**config.mk**
```make
export PLATFORM = sky130hd
export DESIGN_NAME = ir_cc_timer
export DESIGN_NICKNAME = d
export VERILOG_FILES = /design/src/rtl/tc_pkg.sv /design/src/rtl/tc_prescaler.sv /design/src/rtl/tc_counter.sv /design/src/rtl/tc_channel.sv /design/src/rtl/ir_cc_timer.sv
export SDC_FILE = /design/constraint.sdc
export NUM_CORES = 1
export LEC_CHECK = 0
export CAP_MARGIN = 20
export CORE_MARGIN = 3
export CORE_UTILIZATION = 45
export DETAILED_ROUTE_END_ITERATION = 8
export DONT_BUFFER_PORTS = 1
export PLACE_DENSITY_LB_ADDON = 0.1
export SKIP_CTS_REPAIR_TIMING = 1
export SLEW_MARGIN = 0
export SYNTH_ARGS = -nofsm -noshare
export SYNTH_HDL_FRONTEND = slang
export SYNTH_SLANG_ARGS = --single-unit
```
**constraint.sdc**
```tcl
create_clock -name clk -period 6 [get_ports clk]
set_input_delay 0.9 -clock clk [delete_from_list [all_inputs] [get_ports clk]]
set_output_delay 0.9 -clock clk [all_outputs]
set_load 0.02 [all_outputs]
```
**src/rtl/tc_pkg.sv**
```systemverilog
package tc_pkg;
  typedef enum logic [1:0] {
    CH_OFF     = 2'd0,
    CH_CAPTURE = 2'd1,
    CH_MATCH   = 2'd2,
    CH_PWM     = 2'd3
  } ch_mode_e;

  localparam int unsigned ADDR_CTRL    = 0;
  localparam int unsigned ADDR_PERIOD  = 1;
  localparam int unsigned ADDR_COUNT   = 2;
  localparam int unsigned ADDR_FLAGS   = 3;
  localparam int unsigned ADDR_CH_BASE = 4;
endpackage

```
**src/rtl/tc_prescaler.sv**
```systemverilog
module tc_prescaler #(
  parameter int PS_W = 7
) (
  input  logic       clk,
  input  logic       rst,
  input  logic       en,
  input  logic       restart,
  input  logic [1:0] sel,
  output logic       tick
);
  logic [PS_W-1:0] div_cnt;
  logic [PS_W-1:0] lim;

  always_comb begin
    case (sel)
      2'd0:    lim = PS_W'(0);
      2'd1:    lim = PS_W'(7);
      2'd2:    lim = PS_W'(31);
      default: lim = PS_W'(127);
    endcase
  end

  assign tick = en && (div_cnt == lim);

  always_ff @(posedge clk) begin
    if (rst || restart || !en)
      div_cnt <= '0;
    else if (div_cnt == lim)
      div_cnt <= '0;
    else
      div_cnt <= div_cnt + 1'b1;
  end

  // divider never runs past the selected limit
  p_div_bound_r2: assert property (@(posedge clk) disable iff (rst)
    (!restart && en) |=> (div_cnt <= lim || $past(sel) != sel));
endmodule

```
**src/rtl/tc_counter.sv**
```systemverilog
module tc_counter #(
  parameter int CNT_W = 16
) (
  input  logic             clk,
  input  logic             rst,
  input  logic             run,
  input  logic             ir_mode,
  input  logic             presc_tick,
  input  logic             carrier_in,
  input  logic             load,
  input  logic [CNT_W-1:0] load_val,
  input  logic [CNT_W-1:0] period,
  output logic [CNT_W-1:0] cnt,
  output logic [CNT_W-1:0] cnt_next,
  output logic             tick,
  output logic             wrap,
  output logic             carrier_lvl
);
  logic car_q, car_qq, car_rise;

  always_ff @(posedge clk) begin
    if (rst) begin
      car_q  <= 1'b0;
      car_qq <= 1'b0;
    end else begin
      car_q  <= carrier_in;
      car_qq <= car_q;
    end
  end

  assign car_rise    = car_q && !car_qq;
  assign carrier_lvl = car_q;
  assign tick        = run && (ir_mode ? car_rise : presc_tick);
  assign wrap        = tick && (cnt >= period);
  assign cnt_next    = wrap ? '0 : cnt + 1'b1;

  always_ff @(posedge clk) begin
    if (rst)       cnt <= '0;
    else if (load) cnt <= load_val;
    else if (tick) cnt <= cnt_next;
  end

  // single step per tick
  p_count_step_r1: assert property (@(posedge clk) disable iff (rst)
    (tick && !wrap && !load) |=> cnt == $past(cnt) + 1'b1);
  // wrap returns to zero
  p_wrap_zero_r1: assert property (@(posedge clk) disable iff (rst)
    (wrap && !load) |=> cnt == '0);
  // counter frozen while disabled
  p_hold_stopped_r2: assert property (@(posedge clk) disable iff (rst)
    (!run && !load) |=> $stable(cnt));
endmodule

```
**src/rtl/tc_channel.sv**
```systemverilog
module tc_channel #(
  parameter int CNT_W = 16
) (
  input  logic             clk,
  input  logic             rst,
  input  tc_pkg::ch_mode_e mode,
  input  logic [1:0]       edge_sel,
  input  logic             ir_mode,
  input  logic             carrier_lvl,
  input  logic             tick,
  input  logic             wrap,
  input  logic [CNT_W-1:0] cnt,
  input  logic [CNT_W-1:0] cnt_next,
  input  logic             val_we,
  input  logic [CNT_W-1:0] val_wdata,
  input  logic             cap_in,
  output logic [CNT_W-1:0] val,
  output logic             out,
  output logic             evt
);
  import tc_pkg::*;

  logic s1, s2, s3;
  logic rise, fall, cap_evt, match_evt, hit;
  logic level, level_d;

  always_ff @(posedge clk) begin
    if (rst) begin
      s1 <= 1'b0;
      s2 <= 1'b0;
      s3 <= 1'b0;
    end else begin
      s1 <= cap_in;
      s2 <= s1;
      s3 <= s2;
    end
  end

  assign rise      = s2 && !s3;
  assign fall      = !s2 && s3;
  assign cap_evt   = (mode == CH_CAPTURE) && ((edge_sel[0] && rise) || (edge_sel[1] && fall));
  assign hit       = (cnt_next == val);
  assign match_evt = tick && hit && (mode == CH_MATCH || mode == CH_PWM);
  assign evt       = cap_evt || match_evt;

  always_comb begin
    level_d = level;
    case (mode)
      CH_PWM: begin
        if (val == '0)       level_d = 1'b0;
        else if (tick && hit) level_d = 1'b0;
        else if (wrap)       level_d = 1'b1;
      end
      CH_MATCH: if (tick) level_d = hit;
      default:  level_d = 1'b0;
    endcase
  end

  always_ff @(posedge clk) begin
    if (rst) begin
      val   <= '0;
      level <= 1'b0;
      out   <= 1'b0;
    end else begin
      if (cap_evt)     val <= cnt;
      else if (val_we) val <= val_wdata;
      level <= level_d;
      out   <= ir_mode ? (level_d && carrier_lvl) : level_d;
    end
  end

  // captured value is the count at the selected edge
  p_capture_value_r5: assert property (@(posedge clk) disable iff (rst)
    cap_evt |=> val == $past(cnt));
  // zero duty keeps the PWM output low
  p_pwm_zero_low_r6: assert property (@(posedge clk) disable iff (rst)
    (mode == CH_PWM && val == '0) |=> !out);
  // a low carrier sample gates the output off
  p_ir_gate_r4: assert property (@(posedge clk) disable iff (rst)
    (ir_mode && !carrier_lvl) |=> !out);
  // idle channel stays low
  p_off_low_r7: assert property (@(posedge clk) disable iff (rst)
    (mode == CH_OFF) |=> !out);
endmodule

```
**src/rtl/ir_cc_timer.sv**
```systemverilog
module ir_cc_timer #(
  parameter int CNT_W  = 16,
  parameter int NCH    = 5,
  parameter int ADDR_W = 4,
  parameter int PS_W   = 7
) (
  input  logic              clk,
  input  logic              rst,
  input  logic              reg_we,
  input  logic              reg_re,
  input  logic [ADDR_W-1:0] reg_addr,
  input  logic [CNT_W-1:0]  reg_wdata,
  output logic [CNT_W-1:0]  reg_rdata,
  input  logic [NCH-1:0]    cap_in,
  input  logic              carrier_in,
  output logic [NCH-1:0]    ch_out,
  output logic              irq
);
  import tc_pkg::*;

  localparam int FW = NCH + 1;

  logic [1:0]       ps_sel_q;
  logic             run_q, ir_q;
  logic [CNT_W-1:0] period_q;
  logic [FW-1:0]    flags_q, flags_d, flag_set, flag_clr;

  logic             ctrl_we, period_we, count_we, flags_we;
  logic             presc_tick, ctr_tick, ctr_wrap, carrier_lvl;
  logic [CNT_W-1:0] cnt, cnt_next;
  logic [NCH-1:0]   ch_evt;

  ch_mode_e         ch_mode_q [NCH];
  logic [1:0]       ch_edge_q [NCH];
  logic [CNT_W-1:0] ch_val    [NCH];
  logic [CNT_W-1:0] rd_mux;

  assign ctrl_we   = reg_we && (reg_addr == ADDR_W'(ADDR_CTRL));
  assign period_we = reg_we && (reg_addr == ADDR_W'(ADDR_PERIOD));
  assign count_we  = reg_we && (reg_addr == ADDR_W'(ADDR_COUNT));
  assign flags_we  = reg_we && (reg_addr == ADDR_W'(ADDR_FLAGS));

  always_ff @(posedge clk) begin
    if (rst) begin
      ps_sel_q <= 2'd0;
      run_q    <= 1'b0;
      ir_q     <= 1'b0;
      period_q <= '0;
    end else begin
      if (ctrl_we) begin
        ps_sel_q <= reg_wdata[1:0];
        run_q    <= reg_wdata[2];
        ir_q     <= reg_wdata[3];
      end
      if (period_we) period_q <= reg_wdata;
    end
  end

  tc_prescaler #(.PS_W(PS_W)) u_presc (
    .clk     (clk),
    .rst     (rst),
    .en      (run_q),
    .restart (ctrl_we),
    .sel     (ps_sel_q),
    .tick    (presc_tick)
  );

  tc_counter #(.CNT_W(CNT_W)) u_ctr (
    .clk         (clk),
    .rst         (rst),
    .run         (run_q),
    .ir_mode     (ir_q),
    .presc_tick  (presc_tick),
    .carrier_in  (carrier_in),
    .load        (count_we),
    .load_val    (reg_wdata),
    .period      (period_q),
    .cnt         (cnt),
    .cnt_next    (cnt_next),
    .tick        (ctr_tick),
    .wrap        (ctr_wrap),
    .carrier_lvl (carrier_lvl)
  );

  for (genvar i = 0; i < NCH; i++) begin : g_ch
    logic cfg_we, val_we;
    assign cfg_we = reg_we && (reg_addr == ADDR_W'(ADDR_CH_BASE + 2*i));
    assign val_we = reg_we && (reg_addr == ADDR_W'(ADDR_CH_BASE + 2*i + 1));

    always_ff @(posedge clk) begin
      if (rst) begin
        ch_mode_q[i] <= CH_OFF;
        ch_edge_q[i] <= 2'b00;
      end else if (cfg_we) begin
        ch_mode_q[i] <= ch_mode_e'(reg_wdata[1:0]);
        ch_edge_q[i] <= reg_wdata[3:2];
      end
    end

    tc_channel #(.CNT_W(CNT_W)) u_ch (
      .clk         (clk),
      .rst         (rst),
      .mode        (ch_mode_q[i]),
      .edge_sel    (ch_edge_q[i]),
      .ir_mode     (ir_q),
      .carrier_lvl (carrier_lvl),
      .tick        (ctr_tick),
      .wrap        (ctr_wrap),
      .cnt         (cnt),
      .cnt_next    (cnt_next),
      .val_we      (val_we),
      .val_wdata   (reg_wdata),
      .cap_in      (cap_in[i]),
      .val         (ch_val[i]),
      .out         (ch_out[i]),
      .evt         (ch_evt[i])
    );
  end

  assign flag_set = {ctr_wrap, ch_evt};
  assign flag_clr = flags_we ? reg_wdata[FW-1:0] : '0;
  assign flags_d  = (flags_q & ~flag_clr) | flag_set;

  always_ff @(posedge clk) begin
    if (rst) begin
      flags_q <= '0;
      irq     <= 1'b0;
    end else begin
      flags_q <= flags_d;
      irq     <= |flags_d;
    end
  end

  always_comb begin
    rd_mux = '0;
    if (reg_addr == ADDR_W'(ADDR_CTRL))   rd_mux = CNT_W'({ir_q, run_q, ps_sel_q});
    if (reg_addr == ADDR_W'(ADDR_PERIOD)) rd_mux = period_q;
    if (reg_addr == ADDR_W'(ADDR_COUNT))  rd_mux = cnt;
    if (reg_addr == ADDR_W'(ADDR_FLAGS))  rd_mux = CNT_W'(flags_q);
    for (int i = 0; i < NCH; i++) begin
      if (reg_addr == ADDR_W'(ADDR_CH_BASE + 2*i))     rd_mux = CNT_W'({ch_edge_q[i], ch_mode_q[i]});
      if (reg_addr == ADDR_W'(ADDR_CH_BASE + 2*i + 1)) rd_mux = ch_val[i];
    end
  end

  always_ff @(posedge clk) begin
    if (rst)         reg_rdata <= '0;
    else if (reg_re) reg_rdata <= rd_mux;
  end

  // a wrap always leaves its flag set, even against a clear
  p_wrap_flag_r8: assert property (@(posedge clk) disable iff (rst)
    ctr_wrap |=> flags_q[NCH]);
  // flags only fall through a software clear
  p_flag_sticky_r8: assert property (@(posedge clk) disable iff (rst)
    (!flags_we) |=> ((flags_q & $past(flags_q)) == $past(flags_q)));
  // interrupt follows any pending flag
  p_irq_follow_r9: assert property (@(posedge clk) disable iff (rst)
    (|flag_set) |=> irq);
endmodule

```
# Yosys cells after proc, flatten, opt, wreduce, memory -nomap -nowiden
# Memories as Yosys holds them, arrays and structs flattened.
# Index checks and enable logic that the tools add are counted.
[op_classes] magnitude_cmp=1 bitwise=13 addsub=2 eq_ne=36 n_reduce_logical=102 mux=87
[op_table] op="$mux W16" n=26
[op_table] op="$eq A16 B16 Y1" n=5
[op_table] op="$logic_not A16 Y1" n=5
[op_table] op="$logic_and A1 B1 Y1" n=58
[op_table] op="$mux W1" n=43
[op_table] op="$eq A4 B4 Y1 const B" n=6
[op_table] op="$eq A2 B2 Y1 const B" n=11
[op_table] op="$pmux W7 S3" n=1
[op_table] op="$mux W2" n=10
[op_table] op="$logic_or A1 B1 Y1" n=17
[op_table] op="$add A16 B1 Y16 const B" n=1
[op_table] op="$eq A4 B3 Y1 const B" n=4
[op_table] op="$ge A16 B16 Y1" n=1
[op_table] op="$eq A2 B1 Y1 const B" n=6
[op_table] op="$logic_not A1 Y1" n=12
[op_table] op="$reduce_bool A2 Y1" n=6
[op_table] op="$or A1 B1 Y1" n=10
[op_table] op="$pmux W1 S2" n=5
[op_table] op="$eq A4 B2 Y1 const B" n=2
[op_table] op="$add A7 B1 Y7 const B" n=1
[op_table] op="$eq A7 B7 Y1" n=1
[op_table] op="$and A6 B6 Y6" n=1
[op_table] op="$mux W6" n=1
[op_table] op="$not A6 Y6" n=1
[op_table] op="7 further kinds" n=7
[word_totals] regBits=173 output_inout_bits=22 in_bits=30 memories=2 ram_bits=20
[memory_table] name="ch_edge_q" words=5 word_bits=2 read_ports=5 rd_clocked_by_memory_dff=0 write_ports=5 line="ir_cc_timer.sv:34" text="logic [1:0] ch_edge_q [NCH];"
[memory_table] name="ch_mode_q" words=5 word_bits=2 read_ports=5 rd_clocked_by_memory_dff=0 write_ports=5 line="ir_cc_timer.sv:33" text="ch_mode_e ch_mode_q [NCH];"

# Depth between registers and ports, before layout
[logic_depth] depth_word=15 ltp_mapped=14 depth_no_buf=11

# Cells and area by module
# A second synthesis with hierarchy kept.
[hier_totals] cells_unflattened=1348 area_unflattened_um2=11294.6
[modules_own_cells] module="tc_channel" area_per_inst_um2=1133.6 n_inst=5 seq_area_each_um2=420.4 cells_each=137
[modules_own_cells] module="ir_cc_timer" area_per_inst_um2=3748.6 n_inst=1 seq_area_each_um2=1461.4 cells_each=417
[modules_own_cells] module="tc_counter" area_per_inst_um2=1534.0 n_inst=1 seq_area_each_um2=360.3 cells_each=208
[modules_own_cells] module="tc_prescaler" area_per_inst_um2=344.1 n_inst=1 seq_area_each_um2=140.1 cells_each=38

# Worst setup path before layout
# Ideal clock, no wire load.
[synth_timing] kind="flip-flop to flip-flop" from="register u_ctr.cnt[0]" to="register g_ch[3].u_ch.level" required_ps=5877 t_arrival_ps=3074 slack_ps=2803 stages_incl_launch_ff=13 n_path_buf=1 setup_ps=123 synth_period_minus_slack_ps=3197 cell_sequence="dfxtp_1 buf_2 inv_1 ha_1 nor3b_1 o21ai_1 a32o_1 o211ai_2 mux2_2 or3b_1 nor4b_1 or4b_1 a21oi_1"
[synth_between] elab_chain_len=8 elab_cells_between_ends=11 classes_between="add/sub: 1; order compare: 1; eq/ne: 1; mux: 6; reduce/logical: 2"
[synth_rtl] element="from (decl)" line="tc_counter.sv:13" text="output logic [CNT_W-1:0] cnt,"
[synth_rtl] element="from (signal assigned)" line="tc_counter.sv:39" text="else if (load) cnt <= load_val;"
[synth_rtl] element="from (signal assigned)" line="tc_counter.sv:40" text="else if (tick) cnt <= cnt_next;"
[synth_rtl] element="$ge A16 B16 Y1" line="tc_counter.sv:34" text="assign wrap = tick && (cnt >= period);"
[synth_rtl] element="$logic_and A1 B1 Y1" line="tc_counter.sv:34"
[synth_rtl] element="$mux W16" line="tc_counter.sv:35" text="assign cnt_next = wrap ? '0 : cnt + 1'b1;"
[synth_rtl] element="$eq A16 B16 Y1" line="tc_channel.sv:42" text="assign hit = (cnt_next == val);"
[synth_rtl] element="$logic_and A1 B1 Y1" line="tc_channel.sv:51" text="else if (tick && hit) level_d = 1'b0;"
[synth_rtl] element="$mux W1" line="tc_channel.sv:51"
[synth_rtl] element="$mux W1" line="tc_channel.sv:50" text="if (val == '0) level_d = 1'b0;"
[synth_rtl] element="$pmux W1 S2 *" line="tc_channel.sv:48" text="case (mode)"
[synth_rtl] element="to (signal assigned)" line="tc_channel.sv:67" text="level <= level_d;"
[synth_rtl] element="to (decl)" line="tc_channel.sv:25" text="logic level, level_d;"
# Mark *: on every way between the ends. The rest lies on a longest branch, timed or not.
# A chain may end at the register's enable or synchronous reset.

# Final worst setup path
[layout_timing] from="register u_ctr.cnt[8]" to="register g_ch[2].u_ch.out"
[layout_between] elab_chain_len=10 elab_cells_between_ends=13 classes_between="add/sub: 1; order compare: 1; eq/ne: 1; mux: 7; reduce/logical: 3"
[layout_rtl] element="$ge A16 B16 Y1" line="tc_counter.sv:34"
[layout_rtl] element="$logic_and A1 B1 Y1" line="tc_counter.sv:34"
[layout_rtl] element="$mux W16" line="tc_counter.sv:35"
[layout_rtl] element="$eq A16 B16 Y1" line="tc_channel.sv:42"
[layout_rtl] element="$logic_and A1 B1 Y1" line="tc_channel.sv:51"
[layout_rtl] element="$mux W1" line="tc_channel.sv:51"
[layout_rtl] element="$mux W1" line="tc_channel.sv:50"
[layout_rtl] element="$pmux W1 S2 *" line="tc_channel.sv:48"
[layout_rtl] element="$logic_and A1 B1 Y1" line="tc_channel.sv:68" text="out <= ir_mode ? (level_d && carrier_lvl) : level_d;"
[layout_rtl] element="$mux W1 *" line="tc_channel.sv:68"
[layout_rtl] element="to (signal assigned)" line="tc_channel.sv:68"
[layout_rtl] element="to (decl)" line="tc_channel.sv:18" text="output logic out,"
# Marked as above.

==> qor.yml <==
yosys:
  synth_top_family_by_area: "simple AND/OR/NAND/NOR gates"
  yosysWarnings: 0
  yosys.area.top_type: "dfxtp_1"
  syn_inst: 1551
  yosysTopAreaCellShare: 0.284
  syn_avg_cell_area_sq_um: 7.87
  syn_nets: 1599
  synthFlopType: "dfxtp_1"
  synth-xor-area-share: 0.0448
  synth.area.mux_share: 0.0323
  yosys.area_share.adder: 0.0185
  synthArstFlopShare: 0
  ys_ff_latch: 193
  netlist-cell-type-count: 93
  synthTopCellsByArea: "dfxtp_1 28%, a311oi_1 7.0%, nand2_1 6.7%"
  synth_edf_count: 20
  synth_compound_area_frac: 0.222
  synth-simple-area-share: 0.294
  yosysSeqAreaShare: 0.333
  synth_area_sq_mm: 0.0122
grt:
  grt_pass1_wl_um: 79600
  antenna_found_initial: 0
  grt_max_degree: 174
  first_global_vias: 11400
  grt-ovfl-total: 0
  gr-usage-all-layers: 0.370
power_and_ir_drop:
  seqPwrFrac: 0.478
  p_comb_frac: 0.117
  pwr_density_cell_mw_per_mm2: 230
  power.switching_uw: 910
  leakage_uw: 0.00448
  p_int_uw: 2070
  ir_worst_vdd_mv: 0.177
  switching_share: 0.305
  clockPowerShare: 0.406
setup_path:
  reg2regPathDepth: 12
  endpoint: "g_ch[2].u_ch.out$_SDFF_PP0_"
  critical_path_arrival_ps: 4900
  cp.required_ps: 6350
  crit_start: "u_ctr.cnt[8]$_SDFFE_PP0P_"
  rr_endpoint: "g_ch[2].u_ch.out$_SDFF_PP0_"
  r2r_start: "u_ctr.cnt[8]$_SDFFE_PP0P_"
  reg2reg_slack_ps: 1450
  critPathSlowestCell: "dfxtp_1"
  cpMostUsedCell: "buf_4"
  cp_slowest_stage_delay_ps: 790
  critPathMaxFanout: 14
  path_cells: "ha_1 -> nand4_1 -> nor2_1 -> a21oi_1 -> a211oi_4 -> buf_4 -> buf_4 -> o221ai_1 -> o2111ai_1 -> nor4_1 -> o21ai_1 -> nor3b_1"
  path_class: "reg -> reg"
  critPathLaunchType: "flop"
  critPathCaptureType: "flop"
clocking:
  cts_root_buffer: "clkbuf_16"
  cts.sinks: 193
  cts_tree: "yes"
  h-tree-depth: 4
  insertion_delay_ps: 460
  cts_made_buffers: 17
  cts_buffer_depth: 2
  path_clk_slew_ps: 90
placement:
  gp_routability_congestion: 1.01
  portBuffers: 0
  dpl.hpwl_um: 37600
  pre_cts_slack_ps: 1550
cells_and_area:
  diodes: 0
  finalNetCount: 1524
  nFillCells: 2629
  layout-drive-gt1-share: 0.0745
  syn_to_final_growth_pct: 6.36
timing:
  tightest_slew_ps: 1230
  setup_violations: 0
  worst_slack_ps: 1450
  min_period_ps: 4550
  skew_ps: 13.7
  max_freq_mhz: 220
  grt_setup_unrepaired: "false"
  hold_viol_final: 0
  holdWs_ps: 439
  slew_headroom: 0.180
  fin_crit_sh: 0.758
  drv_slew: 0
  tns_ps: 0
route:
  avgRoutedWirePerCell_um: 29.7
  drt_wl_total_um: 54100
  drt-initial-drc-count: 1754
  dr_total_vias: 12600
  drtPass1Iterations: 6
  antenna_left: 0
  remaining_drc_errors: 0
  via_per_inst: 6.90
floorplan:
  die_h_um: 171
  rows: 59
  start_util: 0.463
  io_pins: 52
  die-area_sq_mm: 0.0291
  die_w_um: 171
  core-area_sq_mm: 0.0264
hold_path:
  hp-class: "reg -> reg"
status:
  run_status: "complete, no violations"
flow_run:
  cap_violations: 0
## flip-flops by register name (all words and copies together), names as in the netlist
| name | flops |
|---|---|
| irq | 1 |
| u_ctr.cnt | 16 |
| u_presc.div_cnt | 7 |
| g_ch.u_ch.s1 | 5 |
| u_ctr.carrier_lvl | 1 |
| ps_sel_q | 2 |
| u_ctr.car_qq | 1 |
| g_ch.u_ch.level | 5 |
| ir_q | 1 |
| ch_edge_q | 10 |
| g_ch.u_ch.val | 80 |
| reg_rdata | 16 |
| run_q | 1 |
| flags_q | 6 |
| period_q | 16 |
| g_ch.u_ch.s2 | 5 |
| ch_mode_q | 10 |
| g_ch.u_ch.s3 | 5 |
| g_ch.u_ch.out | 5 |
## worst min-delay path by stage
stage | start | end | slack (ps) | depth (start not counted)
3_3_place_gp | g_ch[2].u_ch.s1$_SDFF_PP0_ | g_ch[2].u_ch.s2$_SDFF_PP0_ | 420 | 1
2_1_floorplan | g_ch[0].u_ch.s1$_SDFF_PP0_ | g_ch[0].u_ch.s2$_SDFF_PP0_ | 410 | 1
5_1_grt | g_ch[2].u_ch.s1$_SDFF_PP0_ | g_ch[2].u_ch.s2$_SDFF_PP0_ | 460 | 1
4_1_cts | g_ch[3].u_ch.s1$_SDFF_PP0_ | g_ch[3].u_ch.s2$_SDFF_PP0_ | 440 | 1
3_5_place_dp | g_ch[2].u_ch.s1$_SDFF_PP0_ | g_ch[2].u_ch.s2$_SDFF_PP0_ | 420 | 1
6_report | g_ch[2].u_ch.s1$_SDFF_PP0_ | g_ch[2].u_ch.s2$_SDFF_PP0_ | 440 | 1
## per-layer routing
metal / track usage / vias to the layer above / routed length (um)
met3: 0.0714 / 82 / 5330
met2: 0.548 / 728 / 23400
li1: - / 5568 / -
met5: 0 / - / 0
met1: 0.543 / 6208 / 24000
met4: 0.114 / 0 / 1410
## power groups by stage
| stage | clock network [uW] | logic (uW) | registers [uW] |
|---|---|---|---|
| after detailed placement | 0 | 337 | 1450 |
| after CTS | 1220 | 339 | 1420 |
| after global routing | 1270 | 372 | 1430 |
| after global placement | 0 | 339 | 1450 |
| after floorplan | 0 | 278 | 1410 |
| final | 1210 | 348 | 1420 |
## cell usage in the layout (no fill, tap or decap), types with 18 or more instances in the layout
cell type  netlist  final
a21oi_1         57     57
a22oi_1         24     24
a311oi_1        98     98
and2_1          30     30
buf_4           10     34
dfxtp_1        173    173
edfxtp_1        20     20
ha_1            18     18
inv_1           36     36
mux2i_1         18     18
nand2_1        217    217
nand3_1        112    112
nand4_1         22     22
nor2_1         188    184
nor3_1          32     32
nor4_1          20     20
o21ai_0         35     35
xnor2_1         29     29
## stage by stage
stage / cell area [sq um] / power (uW) / utilization / instances
2_1_floorplan: 12200 / 1690 / - / 1551
5_1_grt: 13000 / 3070 / 0.493 / 1824
3_5_place_dp: 12400 / 1790 / 0.469 / 1790
6_report: 13000 / 2980 / 0.493 / 1824
4_1_cts: 13000 / 2980 / 0.491 / 1822
3_3_place_gp: 12400 / 1790 / 0.469 / 1790
## layout make-up
type | count | area (sq um) | area share
clock buffer | 17 | 425 | 0.0328
clock inverter | 15 | 171 | 0.0132
inverter | 37 | 139 | 0.0107
multi-input combinational | 1191 | 7480 | 0.576
sequential | 193 | 4060 | 0.313
tap | 335 | 419 | 0.0323
timing repair buffer | 36 | 285 | 0.0220
## synth_stat cells (all sizes together), types with 13 or more instances
cell type	number
mux2i	18
dfxtp	173
clkbuf	93
nand3b	14
nor2	190
nor3b	13
nand4	24
nor3	36
a21oi	57
buf	37
edfxtp	20
inv	36
o21ai	42
nor2b	17
nand2	218
a211oi	16
a311oi	98
a22oi	24
and2	30
nor4	23
ha	18
xnor2	29
nand3	112
## kinds of logic after synthesis
family                     after synthesis
AOI/OAI and AO/OA                      357
xor gates and xnor gates                49
adders and majority gates               18
buffers and inverters                  167
DFF                                    193
muxes                                   29
and+or+nand+nor                        738
## worst max-delay path: cells and delay by family, from the launching register on
family          cells  cell delay, ps
compound gates      5            1730
simple gates        4            1100
flops               1             790
buf+inv             2             450
fa+ha+maj           1             360
Power figures use the tool's default switching activity.
